`src/rtl/dup_pkg.sv`:
```
package dup_pkg;

   typedef enum logic [1:0] {
      ENC_LEGACY    = 2'd0,
      ENC_PLAIN     = 2'd1,
      ENC_MASKED    = 2'd2,
      ENC_PLAIN_ALT = 2'd3
   } enc_kind_e;

   typedef enum logic [1:0] {
      PICK_DUP  = 2'd0,
      PICK_OLD  = 2'd1,
      PICK_ZERO = 2'd2
   } lane_pick_e;

   // Number of lanes the operation touches, capped at the datapath size.
   function automatic int req_lanes(input logic [1:0] enc,
                                    input logic [1:0] wsel,
                                    input int         cap);
      int n;
      if (enc == ENC_LEGACY) begin
         n = 2;
      end else begin
         case (wsel)
            2'd0:    n = 2;
            2'd1:    n = 4;
            default: n = 8;
         endcase
      end
      if (n > cap) n = cap;
      return n;
   endfunction

endpackage

```
`src/rtl/dup_pair_spread.sv`:
```
module dup_pair_spread #(
   parameter int LANE_W    = 64,
   parameter int NUM_LANES = 8,
   localparam int VEC_W    = LANE_W * NUM_LANES,
   localparam int NUM_PAIRS = NUM_LANES / 2
) (
   input  logic [VEC_W-1:0] src_vec,
   output logic [VEC_W-1:0] dup_vec
);

   generate
      for (genvar p = 0; p < NUM_PAIRS; p++) begin : g_pair
         localparam int EVEN_LO = 2 * p * LANE_W;
         localparam int ODD_LO  = (2 * p + 1) * LANE_W;
         assign dup_vec[EVEN_LO +: LANE_W] = src_vec[EVEN_LO +: LANE_W];
         assign dup_vec[ODD_LO  +: LANE_W] = src_vec[EVEN_LO +: LANE_W];
      end
   endgenerate

endmodule

```
`src/rtl/dup_lane_ctrl.sv`:
```
module dup_lane_ctrl
   import dup_pkg::*;
#(
   parameter int NUM_LANES = 8,
   parameter int RSVD_W    = 4
) (
   input  logic [1:0]              enc_kind,
   input  logic [1:0]              width_sel,
   input  logic [NUM_LANES-1:0]    mask,
   input  logic                    zero_mask,
   input  logic [RSVD_W-1:0]       rsvd_field,
   output lane_pick_e [NUM_LANES-1:0] picks,
   output logic                    undef
);

   logic is_legacy;
   logic is_masked;
   int   active_n;

   always_comb begin
      is_legacy = (enc_kind == ENC_LEGACY);
      is_masked = (enc_kind == ENC_MASKED);
      undef     = !is_legacy && (rsvd_field != {RSVD_W{1'b1}});
      active_n  = req_lanes(enc_kind, width_sel, NUM_LANES);
   end

   generate
      for (genvar l = 0; l < NUM_LANES; l++) begin : g_lane
         always_comb begin
            if (undef) begin
               picks[l] = PICK_OLD;
            end else if (l >= active_n) begin
               picks[l] = is_legacy ? PICK_OLD : PICK_ZERO;
            end else if (is_masked && !mask[l]) begin
               picks[l] = zero_mask ? PICK_ZERO : PICK_OLD;
            end else begin
               picks[l] = PICK_DUP;
            end
         end
      end
   endgenerate

endmodule

```
`src/rtl/dup_lane_mux.sv`:
```
module dup_lane_mux
   import dup_pkg::*;
#(
   parameter int LANE_W    = 64,
   parameter int NUM_LANES = 8,
   localparam int VEC_W    = LANE_W * NUM_LANES
) (
   input  logic [VEC_W-1:0]           dup_vec,
   input  logic [VEC_W-1:0]           old_vec,
   input  lane_pick_e [NUM_LANES-1:0] picks,
   output logic [VEC_W-1:0]           res_vec
);

   generate
      for (genvar l = 0; l < NUM_LANES; l++) begin : g_lane
         always_comb begin
            case (picks[l])
               PICK_DUP: res_vec[l*LANE_W +: LANE_W] = dup_vec[l*LANE_W +: LANE_W];
               PICK_OLD: res_vec[l*LANE_W +: LANE_W] = old_vec[l*LANE_W +: LANE_W];
               default:  res_vec[l*LANE_W +: LANE_W] = '0;
            endcase
         end
      end
   endgenerate

endmodule

```
`src/rtl/dup_unit.sv`:
```
module dup_unit
   import dup_pkg::*;
#(
   parameter int LANE_W    = 64,
   parameter int NUM_LANES = 8,
   parameter int RSVD_W    = 4,
   localparam int VEC_W    = LANE_W * NUM_LANES,
   localparam int PAIR_W   = 2 * LANE_W
) (
   input  logic                 clk,
   input  logic                 rst,
   input  logic                 in_valid,
   input  logic [VEC_W-1:0]     src_vec,
   input  logic [VEC_W-1:0]     old_dst,
   input  logic [1:0]           width_sel,
   input  logic [1:0]           enc_kind,
   input  logic [NUM_LANES-1:0] mask,
   input  logic                 zero_mask,
   input  logic [RSVD_W-1:0]    rsvd_field,
   output logic                 out_valid,
   output logic [VEC_W-1:0]     out_vec,
   output logic                 out_wr_en,
   output logic                 out_undef
);

   generate
      if (NUM_LANES != 2 && NUM_LANES != 4 && NUM_LANES != 8) begin : g_bad_lanes
         $error("dup_unit: NUM_LANES must be 2, 4 or 8");
      end
      if (LANE_W < 1) begin : g_bad_lane_w
         $error("dup_unit: LANE_W must be positive");
      end
      if (RSVD_W < 1) begin : g_bad_rsvd_w
         $error("dup_unit: RSVD_W must be positive");
      end
   endgenerate

   logic [VEC_W-1:0]           dup_vec;
   logic [VEC_W-1:0]           res_vec;
   lane_pick_e [NUM_LANES-1:0] picks;
   logic                       undef;

   dup_pair_spread #(.LANE_W(LANE_W), .NUM_LANES(NUM_LANES)) u_spread (
      .src_vec (src_vec),
      .dup_vec (dup_vec)
   );

   dup_lane_ctrl #(.NUM_LANES(NUM_LANES), .RSVD_W(RSVD_W)) u_ctrl (
      .enc_kind   (enc_kind),
      .width_sel  (width_sel),
      .mask       (mask),
      .zero_mask  (zero_mask),
      .rsvd_field (rsvd_field),
      .picks      (picks),
      .undef      (undef)
   );

   dup_lane_mux #(.LANE_W(LANE_W), .NUM_LANES(NUM_LANES)) u_mux (
      .dup_vec (dup_vec),
      .old_vec (old_dst),
      .picks   (picks),
      .res_vec (res_vec)
   );

   always_ff @(posedge clk) begin
      if (rst) begin
         out_valid <= 1'b0;
         out_vec   <= '0;
         out_wr_en <= 1'b0;
         out_undef <= 1'b0;
      end else begin
         out_valid <= in_valid;
         if (in_valid) begin
            out_vec   <= res_vec;
            out_wr_en <= !undef;
            out_undef <= undef;
         end
      end
   end

   // ---------------- assertions ----------------
   logic rsvd_ok;
   assign rsvd_ok = (rsvd_field == {RSVD_W{1'b1}});

   // an illegal encoding never writes and returns the old destination
   p_undef_keeps_old_r7: assert property (@(posedge clk) disable iff (rst)
      in_valid && enc_kind != ENC_LEGACY && !rsvd_ok
      |=> out_undef && !out_wr_en && out_vec == $past(old_dst));

   // write enable and undef flag are exclusive on every result
   p_wr_en_vs_undef_r7: assert property (@(posedge clk) disable iff (rst)
      out_valid |-> (out_wr_en != out_undef));

   // a zeroing mask clears lane 0 when its bit is low
   p_zero_lane0_r4: assert property (@(posedge clk) disable iff (rst)
      in_valid && enc_kind == ENC_MASKED && rsvd_ok && zero_mask && !mask[0]
      |=> out_vec[LANE_W-1:0] == '0);

   // pair 0 is always active when unmasked
   p_pair0_dup_r1: assert property (@(posedge clk) disable iff (rst)
      in_valid && enc_kind != ENC_MASKED && (rsvd_ok || enc_kind == ENC_LEGACY)
      |=> out_vec[LANE_W-1:0] == $past(src_vec[LANE_W-1:0]) &&
          out_vec[PAIR_W-1:LANE_W] == $past(src_vec[LANE_W-1:0]));

   generate
      if (NUM_LANES > 2) begin : g_upper_chk
         // legacy keeps everything above the first pair
         p_legacy_upper_r5: assert property (@(posedge clk) disable iff (rst)
            in_valid && enc_kind == ENC_LEGACY
            |=> out_vec[VEC_W-1:PAIR_W] == $past(old_dst[VEC_W-1:PAIR_W]));

         // a 128-bit non-legacy operation clears everything above it
         p_clear_upper_r6: assert property (@(posedge clk) disable iff (rst)
            in_valid && enc_kind != ENC_LEGACY && rsvd_ok && width_sel == 2'd0
            |=> out_vec[VEC_W-1:PAIR_W] == '0);
      end

      for (genvar p = 0; p < NUM_LANES / 2; p++) begin : g_full_chk
         // at full width in a plain kind every pair carries its even lane
         p_full_pair_r1: assert property (@(posedge clk) disable iff (rst)
            in_valid && (enc_kind == ENC_PLAIN || enc_kind == ENC_PLAIN_ALT) &&
            rsvd_ok && width_sel[1]
            |=> out_vec[2*p*LANE_W +: LANE_W] == $past(src_vec[2*p*LANE_W +: LANE_W]) &&
                out_vec[(2*p+1)*LANE_W +: LANE_W] == $past(src_vec[2*p*LANE_W +: LANE_W]));
      end
   endgenerate

endmodule

```
`config.mk`:
```
export PLATFORM = sky130hd
export DESIGN_NAME = dup_unit
export DESIGN_NICKNAME = d
export VERILOG_FILES = /design/src/rtl/dup_pkg.sv /design/src/rtl/dup_pair_spread.sv /design/src/rtl/dup_lane_ctrl.sv /design/src/rtl/dup_lane_mux.sv /design/src/rtl/dup_unit.sv
export SDC_FILE = /design/constraint.sdc
export NUM_CORES = 1
export LEC_CHECK = 0
export ABC_AREA = 1
export CAP_MARGIN = 20
export CELL_PAD_IN_SITES_DETAIL_PLACEMENT = 0
export CELL_PAD_IN_SITES_GLOBAL_PLACEMENT = 1
export CORE_AREA = 2 2 600 602
export DETAILED_ROUTE_END_ITERATION = 12
export DIE_AREA = 0 0 602 604
export PLACE_DENSITY_LB_ADDON = 0.1
export SYNTH_ARGS = -nofsm -noshare
export SYNTH_HDL_FRONTEND = slang
export SYNTH_SLANG_ARGS = --single-unit
```
`constraint.sdc`:
```
create_clock -name clk -period 1.35 [get_ports clk]
set_input_delay 0.135 -clock clk [delete_from_list [all_inputs] [get_ports clk]]
set_output_delay 0.135 -clock clk [all_outputs]
set_load 0.05 [all_outputs]
```
Yosys cells after proc, flatten, opt, wreduce, memory -nomap -nowiden
Index checks and enable logic that the tools add are counted.

Bits in latches: 0. ROM bits: 0. Word-level logic and storage cells: 90. Input port bits: 1044. RAM bits: 0. Register bits: 515. Memories: 0. Output and inout port bits: 515.

Divide/modulo/power cells: 0. Bitwise operators: 0. Order comparisons: 9. Shift operators: 0. Reductions and logical operators: 29. Add/sub/neg operators: 0. Multiplexer cells: 37. Multiply operators: 0. Eq/ne operators: 11.

Operator list (count): case mux 64 bit (2 select lines) (8); >= comparator 4 x 32 -> 1 bit, first input constant (4); >= comparator 3 x 32 -> 1 bit, first input constant (2); 2-to-1 mux 32 bit (2); 2-to-1 mux 2 bit (26); >= comparator 1 x 32 -> 1 bit, first input constant (1); >= comparator 2 x 32 -> 1 bit, first input constant (1); greater-than comparator 32 x 5 -> 1 bit, second input constant (1); zero test 2 bit (10); equality test 2 x 1 -> 1 bit, second input constant (9); zero test 1 bit (10); logical AND 1 bit (9); case mux 4 bit (2 select lines) (1); inequality test 4 bit, second input constant (1); equality test 2 bit, second input constant (1).

Depth between registers and ports, before layout
Depth in word-level cells: 10. Gate-level depth with buffers: 10. Depth with buffers taken out: 9.

Cells and area by module
From an unflattened synthesis, not the netlist that was laid out.

Cell total of the unflattened synthesis: 4509. Area total of the unflattened synthesis: 29532.1 µm².

By module, submodules not included: dup_unit (seq. area each 10309.9 µm², cells an instance 2229, times used 1, area each 18001.0 µm²); dup_lane_mux (seq. area each 0.0 µm², cells an instance 1704, times used 1, area each 7399.6 µm²); dup_pair_spread (seq. area each 0.0 µm², cells an instance 512, times used 1, area each 3843.7 µm²); dup_lane_ctrl (seq. area each 0.0 µm², cells an instance 64, times used 1, area each 287.8 µm²).

Least setup slack after synthesis
Ideal clock, no wire load.

Path kind: input-to-reg. Start: input rsvd_field[2]. End: register out_vec[125]. Data arrival time: 1.288 ns. Setup slack: -0.008 ns. Data required time: 1.280 ns. Library setup time: 0.070 ns. Stages: 10. Buffers on the path: 2. Path through: nand2_1 -> inv_1 -> nand2_1 -> nand2_1 -> buf_2 -> buf_1 -> nand3_1 -> nand2_1 -> nand2_1 -> a21oi_1.

Word-level cells in the longest chain between the ends: 5. Elaborated cells between the ends (all ways): 6. Those cells by class: eq/ne: 2; mux: 2; reduce/logical: 2.

RTL lines: from (decl) (RTL line dup_unit.sv:19) `input logic [RSVD_W-1:0] rsvd_field,`; inequality test 4 bit (*) (RTL line dup_lane_ctrl.sv:23) `undef = !is_legacy && (rsvd_field != {RSVD_W{1'b1}});`; logical AND 1 bit (*) (RTL line dup_lane_ctrl.sv:23); 2-to-1 mux 2 bit (*) (RTL line dup_lane_ctrl.sv:30) `if (undef) begin`; equality test 2 x 1 -> 1 bit / zero test 2 bit (equally long branches) (RTL line dup_lane_mux.sv:17) `case (picks[l])`; case mux 64 bit (2 select lines) (*) (RTL line dup_lane_mux.sv:17); to (signal assigned) (RTL line dup_unit.sv:74) `out_vec <= res_vec;`; to (decl) (RTL line dup_unit.sv:21) `output logic [VEC_W-1:0] out_vec,`.

Mark *: on every way between the ends. The rest lies on a longest branch, timed or not. A chain may end at the register's enable or synchronous reset.

Worst setup path in the final report
Start: register out_vec[381]. End: output out_vec[381].

No word-level cell between the ends.

==> reports/results.ini <==
[outcome]
status = complete, but fails checks
violations = setup timing

[floorplan]
dieArea_um2 = 363600
num_rows = 220
ios = 1559
die_w_um = 602
start_util = 0.06800
die_h_um = 604
fp.coreArea_um2 = 357600

[power]
peakVddDrop_mv = 0.7930
leakage_nw = 25.40
p_per_area_nw_per_um2 = 993.7
power.total_mw = 61.09

[clocking]
clkLatencyLatePin_ps = 810
cts_tree = done
clkSlewWorstSetupHoldPaths_ps = 60
cts_sinks = 515
clockBufferDepth = 4
cts_buffers = 94
cts_root_buffer = clkbuf_16
htreeDepth = 3

[job]
cap_violations = 0

[final_layout]
final_cell_mix = 1186 x nand2_1, 777 x clkdlybuf4s50_1, 644 x buf_12, 562 x dlygate4sd3_1, 518 x nand3_1
regArea_um2 = 11240
multiInputGateArea_um2 = 12180
fin_area_um2 = 61480
final_common_cell = nand2_1
fillerInstances = 40260
drive_gt1_frac = 0.2672
fin_util = 0.1719
fin_nets = 6858
layoutNonFillerInstCount = 10680
area_delta_synth_final_pct = 152.9

[detailed_routing]
viasPerCell = 3.164
drt_iter0_markers = 1555
wire_per_inst_um = 23.75
drt_first_pass_iters = 5
post-route-drc-count = 0
num_vias = 33800
wirelength_um = 253700
ant_nets = 0

[setup_path]
cp-end-kind = output pin
reg2regPathDepth = 3
crit_buf_inv = 1
arrival_ps = 1360
critPathKind = reg2out
critPathMaxStageDelay_ps = 380
worstPathCellList = buf_12
required_ps = 1220
cp_slowest_cell = dfxtp_4
crit_fanout = 2
crit_family = flip-flops
worst-path-stages = 1
worst_setup_path_start_kind = register

[sta]
setup_tns_ps = -44910
max_slew_margin = 0.6478
setup_ws_ps = -146.6
layout_min_cycle_time_ps = 1497
tightest_slew_ps = 528.3
holdWs_ps = 50.60
setup_violations = 515
finClkSkew_ps = 0
fin_crit_sh = 1.109
fmax_mhz = 668.2
rsz0062_at_grt = true
hold_violations = 0
slew_viol_final = 0

[grt]
grt_usage = 0.1344
grt_pass1_wl_um = 334900
grt-ovfl-total = 0
grt_antenna_before_repair = 111
grt_pass1_vias = 35370
grt_start_max_net_pins = 73

[yosys]
synth_cell_types = 19
synth_seq_area_share = 0.4240
yosysWarnings = 0
ys_seq_elements = 515
synthTopCellsByArea = dfxtp_1 42%, nand2_1 18%, nand3_1 11%
syn_area_um2 = 24310
netlist.area_leader.share = 0.4240
synthCells = 3785
synth_area_per_cell_um2 = 6.424
syn_nets = 4829
synth_top_area_cell = dfxtp_1

[worst_hold_path]
hold_path.class = in2reg
hold-path-cell-count = 5

[placed_design]
gp_congestion = 0.8043
port_buffers = 1302
dpl_worst_slack_ps = -1329
hpwlAfterDp_um = 203900
postPlaceCellArea_um2 = 51210
dp.cells = 9866

-- registers in the layout, summed over array words and instances, names as in the netlist --
name,flops
out_wr_en,1
out_vec,512
out_undef,1
out_valid,1
-- routing by layer --
metal	global-route usage	vias up	routed length, µm
met3	0.03702	321	15250
met5	0	-	308
met4	0.02195	48	4464
met1	0.1597	16080	106100
met2	0.2418	977	127600
li1	-	16370	-
-- path summary, 6_finish.rpt --
check	slack [ps]	to	startpoint
hold / removal	50	out_vec[196]	old_dst[196]
setup / recovery	-150	out_vec[381]	out_vec[381]
setup reg to reg	560	out_vec[356]	out_vec[356]
hold reg to reg	480	out_vec[384]	out_vec[384]
-- cells in the mapped netlist --
library cell,n
nand2_1,1192
nand3_1,525
a21oi_1,516
dfxtp_1,515
nor2_1,358
clkbuf_1,188
inv_1,183
o21ai_0,175
buf_2,80
buf_1,20
buf_4,15
inv_2,5
nand2_2,4
nor2_2,4
nor2_4,1
nor3_2,1
nor3_4,1
o211ai_1,1
o21ai_1,1
-- cell type report --
type,instances,share of cell area
inverter,188,0.01172
antenna,31,0.001262
multi-input combinational,2779,0.1982
timing repair buffer,2236,0.4609
clock buffer,150,0.04610
tap,4773,0.09714
clock inverter,11,0.001893
sequential,515,0.1828
-- kinds of logic after synthesis --
family	after synthesis	synth area share
AND/OR/NAND/NOR	2086	0.3510
AO/OA/AOI/OAI	693	0.1428
flip-flops	515	0.4240
buffers and inverters	491	0.08224
-- power by group --
| group | internal [mW] | switching, mW | total (mW) |
|---|---|---|---|
| registers | 16.4 | 1.18 | 17.6 |
| clock network | 14.6 | 10.1 | 24.6 |
| logic | 9.16 | 9.70 | 18.9 |
| total | 40.2 | 20.9 | 61.1 |
-- repair_timing --
action	CTS	global route
hold buffers	562	0
gates resized for setup	597	62
cloned	2	2
buffers inserted	24	35
hold endpoints to repair	481	0
endpoints found under the setup margin	998	667
pin swaps	3	3
No activity file was read; power rests on OpenSTA's default activity.
